--- src/rtl/bxcvr_pkg.sv ---
package bxcvr_pkg;
  localparam int LANE_W = 18;
  localparam int NUM_LANES = 2;
  localparam int NUM_CLK_PINS = 2;
  localparam int PIN_SYS = 0;
  localparam int PIN_FWD = 1;
  localparam int LANE_A = 0;
  localparam int LANE_B = 1;

  typedef enum logic {
    XFER_A2B = 1'b0,
    XFER_B2A = 1'b1
  } xfer_dir_e;
endpackage

--- src/rtl/bxcvr_edge.sv ---
module bxcvr_edge (
  input  logic clk,
  input  logic rst_n,
  input  logic level,
  output logic rise
);
  logic level_q;

  always_ff @(posedge clk or negedge rst_n) begin
    if (!rst_n) level_q <= 1'b0;
    else        level_q <= level;
  end

  assign rise = level & ~level_q;
endmodule

--- src/rtl/bxcvr_lane.sv ---
module bxcvr_lane #(
  parameter int W = 18
) (
  input  logic         clk,
  input  logic         rst_n,
  input  logic         cap_en,
  input  logic         cap_evt,
  input  logic         track,
  input  logic [W-1:0] din,
  output logic [W-1:0] hold
);
  always_ff @(posedge clk or negedge rst_n) begin
    if (!rst_n)                        hold <= '0;
    else if (cap_en && (track || cap_evt)) hold <= din;
  end
endmodule

--- src/rtl/bxcvr_clkroute.sv ---
module bxcvr_clkroute
  import bxcvr_pkg::*;
(
  input  xfer_dir_e dir,
  input  logic      src_sync,
  input  logic      ck_en,
  input  logic      sys_clk_in,
  input  logic      fwd_clk_in,
  output logic      fwd_clk_out,
  output logic      fwd_clk_oe,
  output logic      loc_clk_out
);
  logic rx_forwarded;

  always_comb begin
    rx_forwarded = (dir == XFER_B2A) && src_sync;
    fwd_clk_oe   = ck_en && !rx_forwarded;
    fwd_clk_out  = fwd_clk_oe && sys_clk_in;
    loc_clk_out  = ck_en && (rx_forwarded ? fwd_clk_in : sys_clk_in);
  end
endmodule

--- src/rtl/bidir_xcvr.sv ---
module bidir_xcvr
  import bxcvr_pkg::*;
#(
  parameter int W = LANE_W
) (
  input  logic         clk,
  input  logic         rst_n,
  input  logic         dir,
  input  logic         oe_n,
  input  logic         src_sync,
  input  logic         ck_en,
  input  logic         sys_clk_in,
  input  logic         fwd_clk_in,
  output logic         fwd_clk_out,
  output logic         fwd_clk_oe,
  output logic         loc_clk_out,
  input  logic [W-1:0] a_in,
  output logic [W-1:0] a_out,
  output logic         a_oe,
  input  logic [W-1:0] b_in,
  output logic [W-1:0] b_out,
  output logic         b_oe
);
  xfer_dir_e                 xdir;
  logic [NUM_CLK_PINS-1:0]   clk_pins;
  logic [NUM_CLK_PINS-1:0]   pin_rise;
  logic [NUM_LANES-1:0]      cap_en;
  logic [NUM_LANES-1:0]      cap_evt;
  logic [W-1:0]              lane_din  [NUM_LANES];
  logic [W-1:0]              lane_hold [NUM_LANES];
  logic [W-1:0]              a_hold;
  logic [W-1:0]              b_hold;
  logic                      live;

  assign xdir = xfer_dir_e'(dir);
  assign clk_pins[PIN_SYS] = sys_clk_in;
  assign clk_pins[PIN_FWD] = fwd_clk_in;

  for (genvar g = 0; g < NUM_CLK_PINS; g++) begin : g_edge
    bxcvr_edge u_edge (
      .clk   (clk),
      .rst_n (rst_n),
      .level (clk_pins[g]),
      .rise  (pin_rise[g])
    );
  end

  // Lane A stores port-A data bound for B; lane B stores port-B data bound for A.
  assign lane_din[LANE_A] = a_in;
  assign lane_din[LANE_B] = b_in;
  assign cap_en[LANE_A]   = (xdir == XFER_A2B) || oe_n;
  assign cap_en[LANE_B]   = (xdir == XFER_B2A) || oe_n;
  assign cap_evt[LANE_A]  = pin_rise[PIN_SYS];
  assign cap_evt[LANE_B]  = src_sync ? pin_rise[PIN_FWD] : pin_rise[PIN_SYS];

  for (genvar g = 0; g < NUM_LANES; g++) begin : g_lane
    bxcvr_lane #(.W(W)) u_lane (
      .clk     (clk),
      .rst_n   (rst_n),
      .cap_en  (cap_en[g]),
      .cap_evt (cap_evt[g]),
      .track   (ck_en),
      .din     (lane_din[g]),
      .hold    (lane_hold[g])
    );
  end

  assign a_hold = lane_hold[LANE_A];
  assign b_hold = lane_hold[LANE_B];

  bxcvr_clkroute u_clkroute (
    .dir         (xdir),
    .src_sync    (src_sync),
    .ck_en       (ck_en),
    .sys_clk_in  (sys_clk_in),
    .fwd_clk_in  (fwd_clk_in),
    .fwd_clk_out (fwd_clk_out),
    .fwd_clk_oe  (fwd_clk_oe),
    .loc_clk_out (loc_clk_out)
  );

  assign live  = rst_n && !oe_n;
  assign b_oe  = live && (xdir == XFER_A2B);
  assign a_oe  = live && (xdir == XFER_B2A);
  assign b_out = b_oe ? (ck_en ? a_in : a_hold) : '0;
  assign a_out = a_oe ? (ck_en ? b_in : b_hold) : '0;
endmodule

--- config.mk ---
export PLATFORM = sky130hd
export DESIGN_NAME = bidir_xcvr
export DESIGN_NICKNAME = d
export VERILOG_FILES = /design/src/rtl/bxcvr_pkg.sv /design/src/rtl/bxcvr_edge.sv /design/src/rtl/bxcvr_lane.sv /design/src/rtl/bxcvr_clkroute.sv /design/src/rtl/bidir_xcvr.sv
export SDC_FILE = /design/constraint.sdc
export NUM_CORES = 1
export LEC_CHECK = 0
export BUFFER_PORTS_ARGS = -buffer_cell sky130_fd_sc_hd__clkbuf_2
export CAP_MARGIN = 15
export CORE_MARGIN = 4
export CORE_UTILIZATION = 44
export DETAILED_ROUTE_END_ITERATION = 8
export PLACE_DENSITY_LB_ADDON = 0.3
export SETUP_SLACK_MARGIN = 0.2
export SYNTH_ARGS = -nofsm -noshare
export SYNTH_HDL_FRONTEND = slang
export SYNTH_HIERARCHICAL = 1
export SYNTH_SLANG_ARGS = --single-unit
--- constraint.sdc ---
create_clock -name clk -period 1.4 [get_ports clk]
set_input_delay 0.07 -clock clk [delete_from_list [all_inputs] [get_ports clk]]
set_output_delay 0.07 -clock clk [all_outputs]
set_load 0.05 [all_outputs]
# Word-level counts from Yosys, hierarchy flattened
# Cells that the tools add are included.
# word_totals
ff_bits,38
latch_bits,0
ramBits,0
mem_bits_ro,0
inputBits,44
output_inout_bits,41
word_cells,30
memories,0
# op_classes
add_sub_neg,0
n_mul,0
div,0
magnitude_cmp,0
eq_ne,0
shift,0
mux,6
bitwise_logic,5
reduce_logical,15
# op_table
operator,n
18-bit 2-to-1 mux,4
1-bit logical AND,9
1-bit logical OR,4
1-bit NOT,3
1-bit AND,2
1-bit logical NOT,2
1-bit 2-to-1 mux,2

# Logic depth before layout (Yosys ltp)
# Gate-level depths: netlist of run 1.
# logic_depth
depth_word,5
mapped_depth,5
ltp_nobuf,4

# By module
# The synthesis of run 1 kept the hierarchy.
# modules_own_cells
mod,n_inst,cells_each,area_per_inst_um2,seq_area_each_um2
bxcvr_lane,2,38,726.9,450.4
bidir_xcvr,1,86,601.8,0.0
bxcvr_edge,2,2,38.8,25.0
bxcvr_clkroute,1,5,41.3,0.0

# Least setup slack after synthesis of run 1
# Ideal clock, no wire load.
# synth_timing
kind,reg-to-reg
start,register g_edge[0].u_edge.level_q
end,register g_lane[1].u_lane.hold[10]
setup_ns,0.125
arrival_time_ns,1.436
t_required_ns,1.275
slack_ns,-0.161
path_stages_with_launch,6
path_buffers,1
period_less_slack_ns,1.561
cell_sequence,dfrtp_1 -> nor2b_4 -> mux2_2 -> o21ai_4 -> buf_12 -> mux2_4
# synth_between
elab_chain_cells,5
# synth_rtl
item,line,text
from (decl),bxcvr_edge.sv:7,logic level_q;
from (signal assigned),bxcvr_edge.sv:11,else level_q <= level;
1-bit NOT,bxcvr_edge.sv:14,assign rise = level & ~level_q;
1-bit AND,bxcvr_edge.sv:14,
via cap_evt[0],bidir_xcvr.sv:28,logic [NUM_LANES-1:0] cap_evt;
1-bit 2-to-1 mux,bidir_xcvr.sv:54,assign cap_evt[LANE_B] = src_sync ? pin_rise[PIN_FWD] : pin_rise[PIN_SYS];
via cap_evt[1],bidir_xcvr.sv:28,
1-bit logical OR,bxcvr_lane.sv:14,else if (cap_en && (track || cap_evt)) hold <= din;
1-bit logical AND,bxcvr_lane.sv:14,
to (signal assigned),bxcvr_lane.sv:14,
to (decl),bxcvr_lane.sv:10,output logic [W-1:0] hold
# The timed path passes the listed nets, and every way through them passes these cells.
# A chain may end at the register's enable or synchronous reset.

# Final worst setup path of run 1
# layout_timing
start,register g_edge[0].u_edge.level_q
end,register g_lane[1].u_lane.hold[17]
# Same word-level chain as after synthesis.

==> results by group, run 1 <==
Layout
  • Final core occ: around 74%
  • Final nets: 325
  • Filler cell count: 312
  • Final instance area: ~3500 um^2
  • Fraction of layout cells with a size suffix above 1: 74.38%
  • N_diodes: 0
  • P&R area growth vs syn: 61.85%

Clock network
  • CTS Sinks: 38
  • Clock Root Buffer: clkbuf_8
  • Cts bufs inserted: 5
  • Clk Latency, worst-skew pair: around 270 ps
  • H-tree level count: 2
  • Clock-pin transition on the worst setup and hold timing paths: about 70 ps
  • CTS tree: built
  • Clock tree buffer depth: 2

Global route
  • Vias in the first global route: approximately 1.8k
  • First-pass GRT wire length: roughly 8.5 mm
  • Pin count of the biggest net entering global routing: 39
  • Total GRT Usage: between 10% and 20%
  • Initial antenna violation count: 0
  • Gr ovfl total: 0

Drt
  • DR WL/cell: 16.09 um
  • DRC viols: 0
  • Routed Antenna Nets: 0
  • Drt pass-1 iters: 4
  • Wirelength, routed: 5.599 mm
  • DRT iter0 DRCs: 64
  • DR vias/cell: between 4 and 5
  • Vias: ~1.7k

Timing
  • Worst Hold Margin: -9.060 ps
  • Fin. max-slew vios: 0
  • Setup ws final: -82.86 ps
  • Post-layout min period: around 1500 ps
  • Final count of negative-setup-slack endpoints: 18
  • Max transition margin: between 60 and 70%
  • Clk_skew: 2.602 ps
  • RSZ-0062 raised after global routing: yes
  • F_max: roughly 0.67 GHz
  • Final Cycle Share: 105.9%
  • Slew at the pin closest to its max-slew limit: 482.0 ps
  • Endpoints failing hold: 38

Logic synthesis
  • Most frequent cell after synthesis: dfrtp_1
  • Asr flop ratio synth: 100.0%
  • Largest cells by area after synthesis: dfrtp_1, mux2i_1, mux2_4, mux2_2, nor2_1
  • Top FF cell, synth: dfrtp_1
  • Area share of the largest cell type after synthesis: between 40 and 50%
  • Synth cell types: 21
  • Yosys warns: 6
  • Number of synthesized register bits: 38
  • Post-synth EDFFs: 0
  • Synth top cells by count: dfrtp_1, mux2i_1, nor2_1
  • Yosys top cell by area: dfrtp_1
  • Sequential element share of the synthesized area: 43.73%
  • Mapped Nets: between 200 and 250
  • Mapped cell area: approximately 2200 um^2
  • Mapped Cells: about 170
  • Syn avg cell area: 12.72 um^2

Worst setup path
  • Slowest stage delay, CP: around 370 ps
  • Worst setup EP type: register
  • Crit path DAT: about 1700 ps
  • Worst path bufs/invs: 1
  • Startpoint Class: register
  • CP max stage cell: dfrtp_1
  • Required @ worst endpoint: ~1600 ps
  • Worst-path cell chain: nor2b_4 -> mux2_4 -> o21ai_4 -> buf_12 -> mux2_2
  • Critical Path Fanout Max: 18
  • Worst Path Class, Setup: reg2reg
  • CP delay by family, top: multiplexers

Power
  • Max IR drop VDD: approximately 570 uV
  • Tot Pwr: 0.003129 W
  • PD cells: about 900 nW/um^2
  • Leakage: around 1.7 nW

Die
  • Die height: 78.30 um
  • IO Count: 85
  • Std cell rows: 25
  • Initial Util: approximately 46%
  • Die width: a little under 80 um
  • Die area: about 6100 um^2
  • Placeable Area: 4755 um^2

Placement
  • Placement Cell Area: 2952 um^2
  • Gpl congestion: a little over 0.7
  • Port Buffers: 84
  • Pre-CTS setup slack: -85.31 ps
  • Post-DP HPWL: around 3.6 mm

Run status
  • Failing checks: hold timing, setup timing
  • Status: finished, violations left

Flow run
  • Max cap viols: 0

Worst hold path
  • Hold Path Class: in2async
## metal layers
| metal | global-route usage (%) | wire [um] | up-vias | part of all wire (%) |
|---|---|---|---|---|
| met1 | 23.91 | 2342 | 808 | 42 |
| met2 | 28.85 | 2910 | 52 | 52 |
| met4 | 3.671 | 61 | 0 | 1.1 |
| met3 | 4.128 | 285 | 7 | 5.1 |
| met5 | 0 | 0 | - | 0 |
| li1 | - | - | 815 | - |
## through the flow
step | std cells | TNS [ps]
global placement | 326 | -751.4
detailed placement | 326 | -1005
CTS | 337 | -1084
finish | 348 | -1073
global route | 348 | -1730
floorplan | 171 | -1468
## cell type report
class                           instances  area (um^2)  share of cell area (%)
Multi-Input combinational cell        122         1393                   39.57
Clock buffer                            7        76.32                   2.169
Inverter                                2        7.507                  0.2133
Tap cell                               67        83.83                   2.382
Sequential cell                        38        950.9                   27.02
Timing Repair Buffer                  112         1008                   28.65
## cells in the final DEF, fill, tap and decap left out, types with 2 or more instances in the layout
| cell | count |
|---|---|
| nor2_2 | 14 |
| clkbuf_1 | 2 |
| mux2i_1 | 18 |
| buf_12 | 12 |
| inv_1 | 2 |
| buf_8 | 10 |
| clkbuf_2 | 45 |
| mux2_4 | 29 |
| buf_4 | 16 |
| buf_6 | 11 |
| clkbuf_8 | 6 |
| mux2i_2 | 17 |
| nor2b_4 | 2 |
| nand2_1 | 2 |
| mux2_2 | 8 |
| buf_2 | 13 |
| dfrtp_1 | 38 |
| o21ai_4 | 2 |
| nor2_1 | 5 |
| nor2_4 | 17 |
## path summary, 6_finish.rpt
kind	start	endpoint	slack [ps]	cells past startpoint
setup / recovery	g_edge[0].u_edge/level_q	g_lane[1].u_lane/hold[17]	-80	5
hold / removal	rst_n	g_lane[1].u_lane/hold[8]	-9	3
setup reg to reg	g_edge[0].u_edge/level_q	g_lane[1].u_lane/hold[17]	-80	5
hold reg to reg	g_lane[1].u_lane/hold[16]	g_lane[1].u_lane/hold[16]	510	1
max in group asynchronous	rst_n	g_lane[1].u_lane/hold[17]	1080	3
min in group clk	sys_clk_in	g_edge[0].u_edge/level_q	20	2
## registers in the layout, indices dropped and copies added, names as in the netlist
register,count
g_edge.u_edge/level_q,2
g_lane.u_lane/hold,36
## timing repair
action	4_1_cts	5_1_grt
endpoints found under the hold margin	1	0
pin swaps	1	2
gates resized for setup	47	69
hold buffers	1	0
setup buffers	2	9
gates cloned	1	2
setup endpoints to repair	57	70
## worst min-delay path, stage by stage
cell   delay, ps
buf_2        110
buf_4        110
buf_4        410
## cell families after synthesis
family	share of synthesized area [%]
multiplexers	39.18
AND/OR/NAND/NOR	9.437
AO/OA/AOI/OAI	2.762
flip-flops	43.73
buffers and inverters	4.891
## power by group
part	total [W]	internal [W]	switching [W]
clock network	0.000677	0.000342	0.000335
registers	0.00134	0.00125	0.0000967
logic	0.00111	0.000586	0.000523
total	0.00313	0.00217	0.000955
Power figures use the tool's default switching activity.
==> run 2, diff against run 1 <==
--- a/config.mk
+++ b/config.mk
@@ -7,11 +7,12 @@
 export LEC_CHECK = 0
 export BUFFER_PORTS_ARGS = -buffer_cell sky130_fd_sc_hd__clkbuf_2
 export CAP_MARGIN = 15
-export CORE_MARGIN = 4
+export CORE_ASPECT_RATIO = 0.6
+export CORE_MARGIN = 2
 export CORE_UTILIZATION = 44
 export DETAILED_ROUTE_END_ITERATION = 8
 export PLACE_DENSITY_LB_ADDON = 0.3
-export SETUP_SLACK_MARGIN = 0.2
+export SETUP_SLACK_MARGIN = 0.3
 export SYNTH_ARGS = -nofsm -noshare
 export SYNTH_HDL_FRONTEND = slang
 export SYNTH_HIERARCHICAL = 1
==> results by group, run 2 (synthesized netlist as in run 1, its figures left out) <==
Timing
  • Fin. max-slew vios: 0
  • Final count of negative-setup-slack endpoints: 32
  • Setup ws final: -170.4 ps
  • Post-layout min period: approximately 1600 ps
  • RSZ-0062 raised after global routing: yes
  • Final Cycle Share: 112.2%
  • F_max: 0.6368 GHz
  • Endpoints failing hold: 0
  • Max transition margin: about two thirds
  • Slew at the pin closest to its max-slew limit: between 400 and 500 ps
  • Clk_skew: 14.50 ps

Die
  • Placeable Area: ~4700 um^2
  • Die area: about 5500 um^2
  • Std cell rows: 19
  • Die height: 58.46 um
  • Initial Util: 46.67%
  • Die width: about 95 um
  • IO Count: 85

Layout
  • Most frequent cells in the layout: clkbuf_2, dfrtp_1, nor2_4, mux2_4, buf_8
  • N_diodes: 0
  • P&R area growth vs syn: 96.49%
  • Most common cell after layout, fill and taps aside: clkbuf_2
  • Top flop regs: g_lane.u_lane/hold (36), g_edge.u_edge/level_q (2)
  • Final instance area: around 4300 um^2
  • Max reg flops: 36
  • Fraction of layout cells with a size suffix above 1: a little over four fifths
  • Largest register by flop count: g_lane.u_lane/hold
  • Final nets: 340
  • Final core occ: slightly above 90%

Global route
  • First-pass GRT wire length: roughly 12 mm
  • Initial antenna violation count: 0
  • Pin count of the biggest net entering global routing: 39
  • Gr ovfl total: 0
  • Vias in the first global route: between 2k and 2.5k
  • Total GRT Usage: 29.44%

Placement
  • Post-DP HPWL: roughly 3.6 mm
  • Gpl congestion: ~0.69
  • Port Buffers: 84
  • Placement Cell Area: about 3000 um^2

Worst setup path
  • Required @ worst endpoint: 1580 ps
  • Worst setup EP type: register
  • Crit path DAT: 1750 ps
  • CP delay by family, top: multiplexers
  • Worst-path cell chain: nor2b_4 -> mux2_4 -> o21ai_4 -> buf_12 -> mux2_2
  • Worst Path Class, Setup: reg2reg
  • Slowest stage delay, CP: between 300 and 400 ps
  • Critical Path Fanout Max: 18
  • CP max stage cell: dfrtp_1
  • Worst path bufs/invs: 1
  • Startpoint Class: register

Clock network
  • Cts bufs inserted: 5
  • Clk Latency, worst-skew pair: 300 ps
  • H-tree level count: 2
  • Clock tree buffer depth: 2
  • CTS Sinks: 38
  • Clock Root Buffer: clkbuf_8
  • Clock-pin transition on the worst setup and hold timing paths: about 80 ps
  • CTS tree: built

Power
  • Clock share of power: between 20% and 30%
  • NetSw: about 0.0012 W
  • Sw frac: ~31%
  • PD cells: 939.2 nW/um^2
  • Max IR drop VDD: 611.1 uV
  • Flop pwr share: 34.7%
  • Pint: roughly 0.0028 W
  • Leakage: approximately 1.9 nW
  • Combinational share of power: between 30% and 40%

Flow run
  • Max cap viols: 0

Run status
  • Failing checks: setup timing
  • Status: finished, violations left

Drt
  • Drt pass-1 iters: 4
  • DR vias/cell: 5.564
  • DR WL/cell: roughly 25 um
  • Vias: ~2k
  • Wirelength, routed: approximately 9.2 mm
  • DRC viols: 0
  • DRT iter0 DRCs: 111
  • Routed Antenna Nets: 0

Worst hold path
  • Hold Path Class: in2reg
[run 2: cell types whose count changed in the layout (fill, tap and decap cells not counted), moves of 3 or more]
cell,previous run,this run
buf_12,12,7
buf_8,10,28
clkbuf_16,1,5
nor2_4,17,30
nor2_1,5,0
mux2i_4,1,13
mux2i_1,18,4
buf_2,13,0
clkbuf_4,1,4
nor2_2,14,6
clkbuf_8,6,12
buf_16,1,5
clkbuf_2,45,41
[run 2: layout make-up]
type | count | area, um^2
clock inverters | 2 | 60.06
flip-flops and latches | 38 | 950.9
inverters | 2 | 20.02
well taps | 63 | 78.83
repair buffers | 127 | 1443
multi-input cells | 122 | 1638
fillers | 160 | 386.6
clock buffers | 6 | 82.58
[run 2: per-layer routing]
metal	up-vias	global-route usage, %	routed length, um
met4	0	13.25	274
met3	24	7.682	550
met1	1031	38.38	3943
met5	-	0	0
met2	100	46.91	4409
li1	848	-	-
[run 2: power by group through the flow]
stage / Sequential, W / Clock [W] / Combinational [W]
floorplan: 0.00132 / 0 / 0.000703
global placement: 0.00134 / 0 / 0.000906
detailed placement: 0.00134 / 0 / 0.000931
CTS: 0.00134 / 0.00115 / 0.00120
global route: 0.00141 / 0.00124 / 0.00148
finish: 0.00139 / 0.00119 / 0.00143
[run 2: what timing repair did]
| item | CTS | global route |
|---|---|---|
| hold endpoints to repair | 38 | 0 |
| buffers inserted | 11 | 9 |
| pin swaps | 6 | 15 |
| gates resized for setup | 110 | 78 |
| setup endpoints to repair | 73 | 75 |
| cloned | 7 | 2 |
| hold buffers | 1 | 0 |
[run 2: final timing paths]
| kind | start | endpoint | slack (ps) | depth (start not counted) |
|---|---|---|---|---|
| max | g_edge[0].u_edge/level_q | g_lane[1].u_lane/hold[17] | -170 | 5 |
| min | fwd_clk_in | g_edge[1].u_edge/level_q | 40 | 2 |
| max reg2reg | g_edge[0].u_edge/level_q | g_lane[1].u_lane/hold[17] | -170 | 5 |
| min reg2reg | g_lane[1].u_lane/hold[1] | g_lane[1].u_lane/hold[1] | 510 | 1 |
| max in group asynchronous | rst_n | g_lane[0].u_lane/hold[14] | 520 | 4 |
| min in group asynchronous | rst_n | g_lane[0].u_lane/hold[3] | 530 | 4 |
[run 2: metrics by stage]
step | total power, W | TNS [ps] | cells | hold slack (ps) | worst slack, ps
2_1_floorplan | 0.002023 | -1468 | 171 | -225.6 | -129.7
3_3_place_gp | 0.002247 | -678.1 | 322 | 270.2 | -57.59
3_5_place_dp | 0.002271 | -1185 | 322 | 270.8 | -94.34
5_1_grt | 0.004124 | -4460 | 360 | 18.72 | -187.0
4_1_cts | 0.003692 | -2046 | 349 | 13.06 | -101.9
6_report | 0.004013 | -3683 | 360 | 35.04 | -170.4
==> run 3, diff against run 2 <==
--- a/config.mk
+++ b/config.mk
@@ -9,7 +9,7 @@
 export CAP_MARGIN = 15
 export CORE_ASPECT_RATIO = 0.6
 export CORE_MARGIN = 2
-export CORE_UTILIZATION = 44
+export CORE_UTILIZATION = 47
 export DETAILED_ROUTE_END_ITERATION = 8
 export PLACE_DENSITY_LB_ADDON = 0.3
 export SETUP_SLACK_MARGIN = 0.3
==> constraint.sdc (replaced) <==
create_clock -name clk -period 1.9 [get_ports clk]
set_input_delay 0.095 -clock clk [delete_from_list [all_inputs] [get_ports clk]]
set_output_delay 0.095 -clock clk [all_outputs]
set_load 0.05 [all_outputs]
==> results by group, run 3 (synthesized netlist as in run 1, its figures left out) <==
Run status
  • Status: finished clean

Clock network
  • Clock Root Buffer: clkbuf_8
  • H-tree level count: 2
  • Clk Latency, worst-skew pair: just under 300 ps
  • # Post-CTS Setup Buffers: 0
  • Clock tree buffer depth: 2
  • Cts bufs inserted: 5
  • CTS tree: built
  • CTS Sinks: 38
  • Clock-pin transition on the worst setup and hold timing paths: approximately 80 ps

Placement
  • Gpl congestion: approximately 0.7
  • Post-DP HPWL: 3.187 mm
  • Pre-CTS setup slack: 376.7 ps
  • Port Buffers: 84

Drt
  • Vias: 1592
  • Drt pass-1 iters: 4
  • Wirelength, routed: around 4.4 mm
  • DRC viols: 0
  • DRT iter0 DRCs: 63
  • Routed Antenna Nets: 0
  • DR WL/cell: 13.36 um
  • DR vias/cell: ~4.9

Flow run
  • Max cap viols: 0

Layout
  • Most frequent cells in the layout: clkbuf_2, dfrtp_1, mux2i_1, nor2_1, mux2_4
  • Largest register by flop count: g_lane.u_lane/hold
  • Filler cell count: ~410
  • Max reg flops: 36
  • Top flop regs: g_lane.u_lane/hold (36), g_edge.u_edge/level_q (2)
  • N_diodes: 0
  • Register area: roughly 950 um^2
  • Most common cell after layout, fill and taps aside: clkbuf_2
  • Fraction of layout cells with a size suffix above 1: a little over half
  • P&R area growth vs syn: 28.83%
  • Multi-input gate area: roughly 1100 um^2
  • Final nets: just over 300

Worst setup path
  • Required @ worst endpoint: roughly 2100 ps
  • Worst setup EP type: register
  • Crit-path most repeated cell: mux2_2
  • Slowest stage delay, CP: 370 ps
  • Startpoint Class: register
  • Worst Path Class, Setup: reg2reg
  • Worst path bufs/invs: 1
  • CP max stage cell: dfrtp_1
  • Worst-path cell chain: nor2b_4 -> mux2_2 -> o21ai_4 -> buf_12 -> mux2_2
  • Critical Path Fanout Max: 18
  • Crit path DAT: 1700 ps
  • CP delay by family, top: multiplexers

Timing
  • Final Cycle Share: between 80 and 90%
  • Setup_tns: 0 ps
  • Slew at the pin closest to its max-slew limit: approximately 750 ps
  • Max transition margin: 49.64%
  • Endpoints failing hold: 0
  • RSZ-0062 raised after global routing: no
  • Post-layout min period: ~1500 ps
  • Fin. max-slew vios: 0
  • F_max: 0.6566 GHz
  • Clk_skew: approximately 12 ps
  • Final count of negative-setup-slack endpoints: 0
  • Setup ws final: 377.1 ps

Die
  • Initial Util: between 40% and 50%
  • Std cell rows: 19
  • Placeable Area: 4517 um^2
  • Die width: between 90 and 100 um
  • Die area: approximately 5200 um^2
  • Die height: 56.69 um
  • IO Count: between 80 and 90

Global route
  • Gr ovfl total: 0
  • Vias in the first global route: between 1.5k and 2k
  • Pin count of the biggest net entering global routing: 22
  • Total GRT Usage: approximately 18%
  • First-pass GRT wire length: 7.417 mm
  • Initial antenna violation count: 0

Power
  • Clock share of power: between 30% and 40%
  • Combinational share of power: ~26%
  • Flop pwr share: between 40% and 50%
  • Max IR drop VDD: roughly 450 uV
  • Sw frac: roughly 28%
  • PD cells: slightly below 800 nW/um^2
  • Leakage: 1.491 nW
  • Pint: between 0.0015 and 0.002 W
  • NetSw: approximately 0.00062 W

Worst hold path
  • Hold Path Class: in2reg
## run 3: cell count changes in the layout (fill, tap and decap cells not counted), moves of 19 or more
cell / before / now
buf_8: 28 / 0
clkbuf_2: 41 / 83
mux2i_1: 4 / 36
mux2i_2: 19 / 0
nor2_1: 0 / 36
nor2_4: 30 / 0
## run 3: stage by stage
stage	power, W	utilization [%]	instances	hold WS (ps)	cell area (um^2)
floorplan	0.001404	-	171	-200.6	2175
global placement	0.001544	58.78	316	145.0	2655
detailed placement	0.001556	58.78	316	141.0	2655
CTS	0.002229	62.02	328	44.05	2801
global route	0.002313	62.02	328	51.42	2801
finish	0.002208	62.02	328	52.15	2801
## run 3: routing by layer
layer / up-vias / GRT usage, % / wire length (um)
li1: 776 / - / -
met1: 763 / 27.21 / 2244
met2: 48 / 25.74 / 1841
met3: 5 / 5.772 / 266
met4: 0 / 3.838 / 29
met5: - / 0 / 0
## run 3: final cells by class
cell class,count,share of cell area (%)
Timing Repair Buffer,95,19.29
Tap cell,63,2.814
Multi-Input combinational cell,122,39.88
Sequential cell,38,33.94
Clock inverter,1,1.072
Inverter,2,0.2680
Clock buffer,7,2.724
## run 3: repair_timing
item,4_1_cts,5_1_grt
hold buffers,4,0
resized for setup,0,1
endpoints found under the setup margin,0,10
endpoints found under the hold margin,40,0
## run 3: final timing paths
kind / to / cells after the start / from / slack, ps
worst max register to register: g_lane[1].u_lane/hold[17] / 5 / g_edge[0].u_edge/level_q / 380
worst min-delay path: g_lane[1].u_lane/hold[4] / 2 / b_in[4] / 50
max in group asynchronous: g_lane[0].u_lane/hold[0] / 3 / rst_n / 850
min in group asynchronous: g_lane[1].u_lane/hold[12] / 3 / rst_n / 380
worst min register to register: g_lane[1].u_lane/hold[0] / 1 / g_lane[1].u_lane/hold[0] / 510
worst max-delay path: g_lane[1].u_lane/hold[17] / 5 / g_edge[0].u_edge/level_q / 380
## run 3: power groups by stage
stage               clock (W)  combinational (W)  sequential [W]
global route         0.000704           0.000621        0.000987
global placement            0           0.000560        0.000984
CTS                  0.000679           0.000578        0.000973
finish               0.000663           0.000572        0.000973
detailed placement          0           0.000569        0.000987
floorplan                   0           0.000433        0.000971
## run 3: worst register-to-register path: stages, from the launching register on
cell,delay (ps)
dfrtp_1,370
nor2b_4,50
mux2_2,280
o21ai_4,170
buf_12,190
mux2_2,350
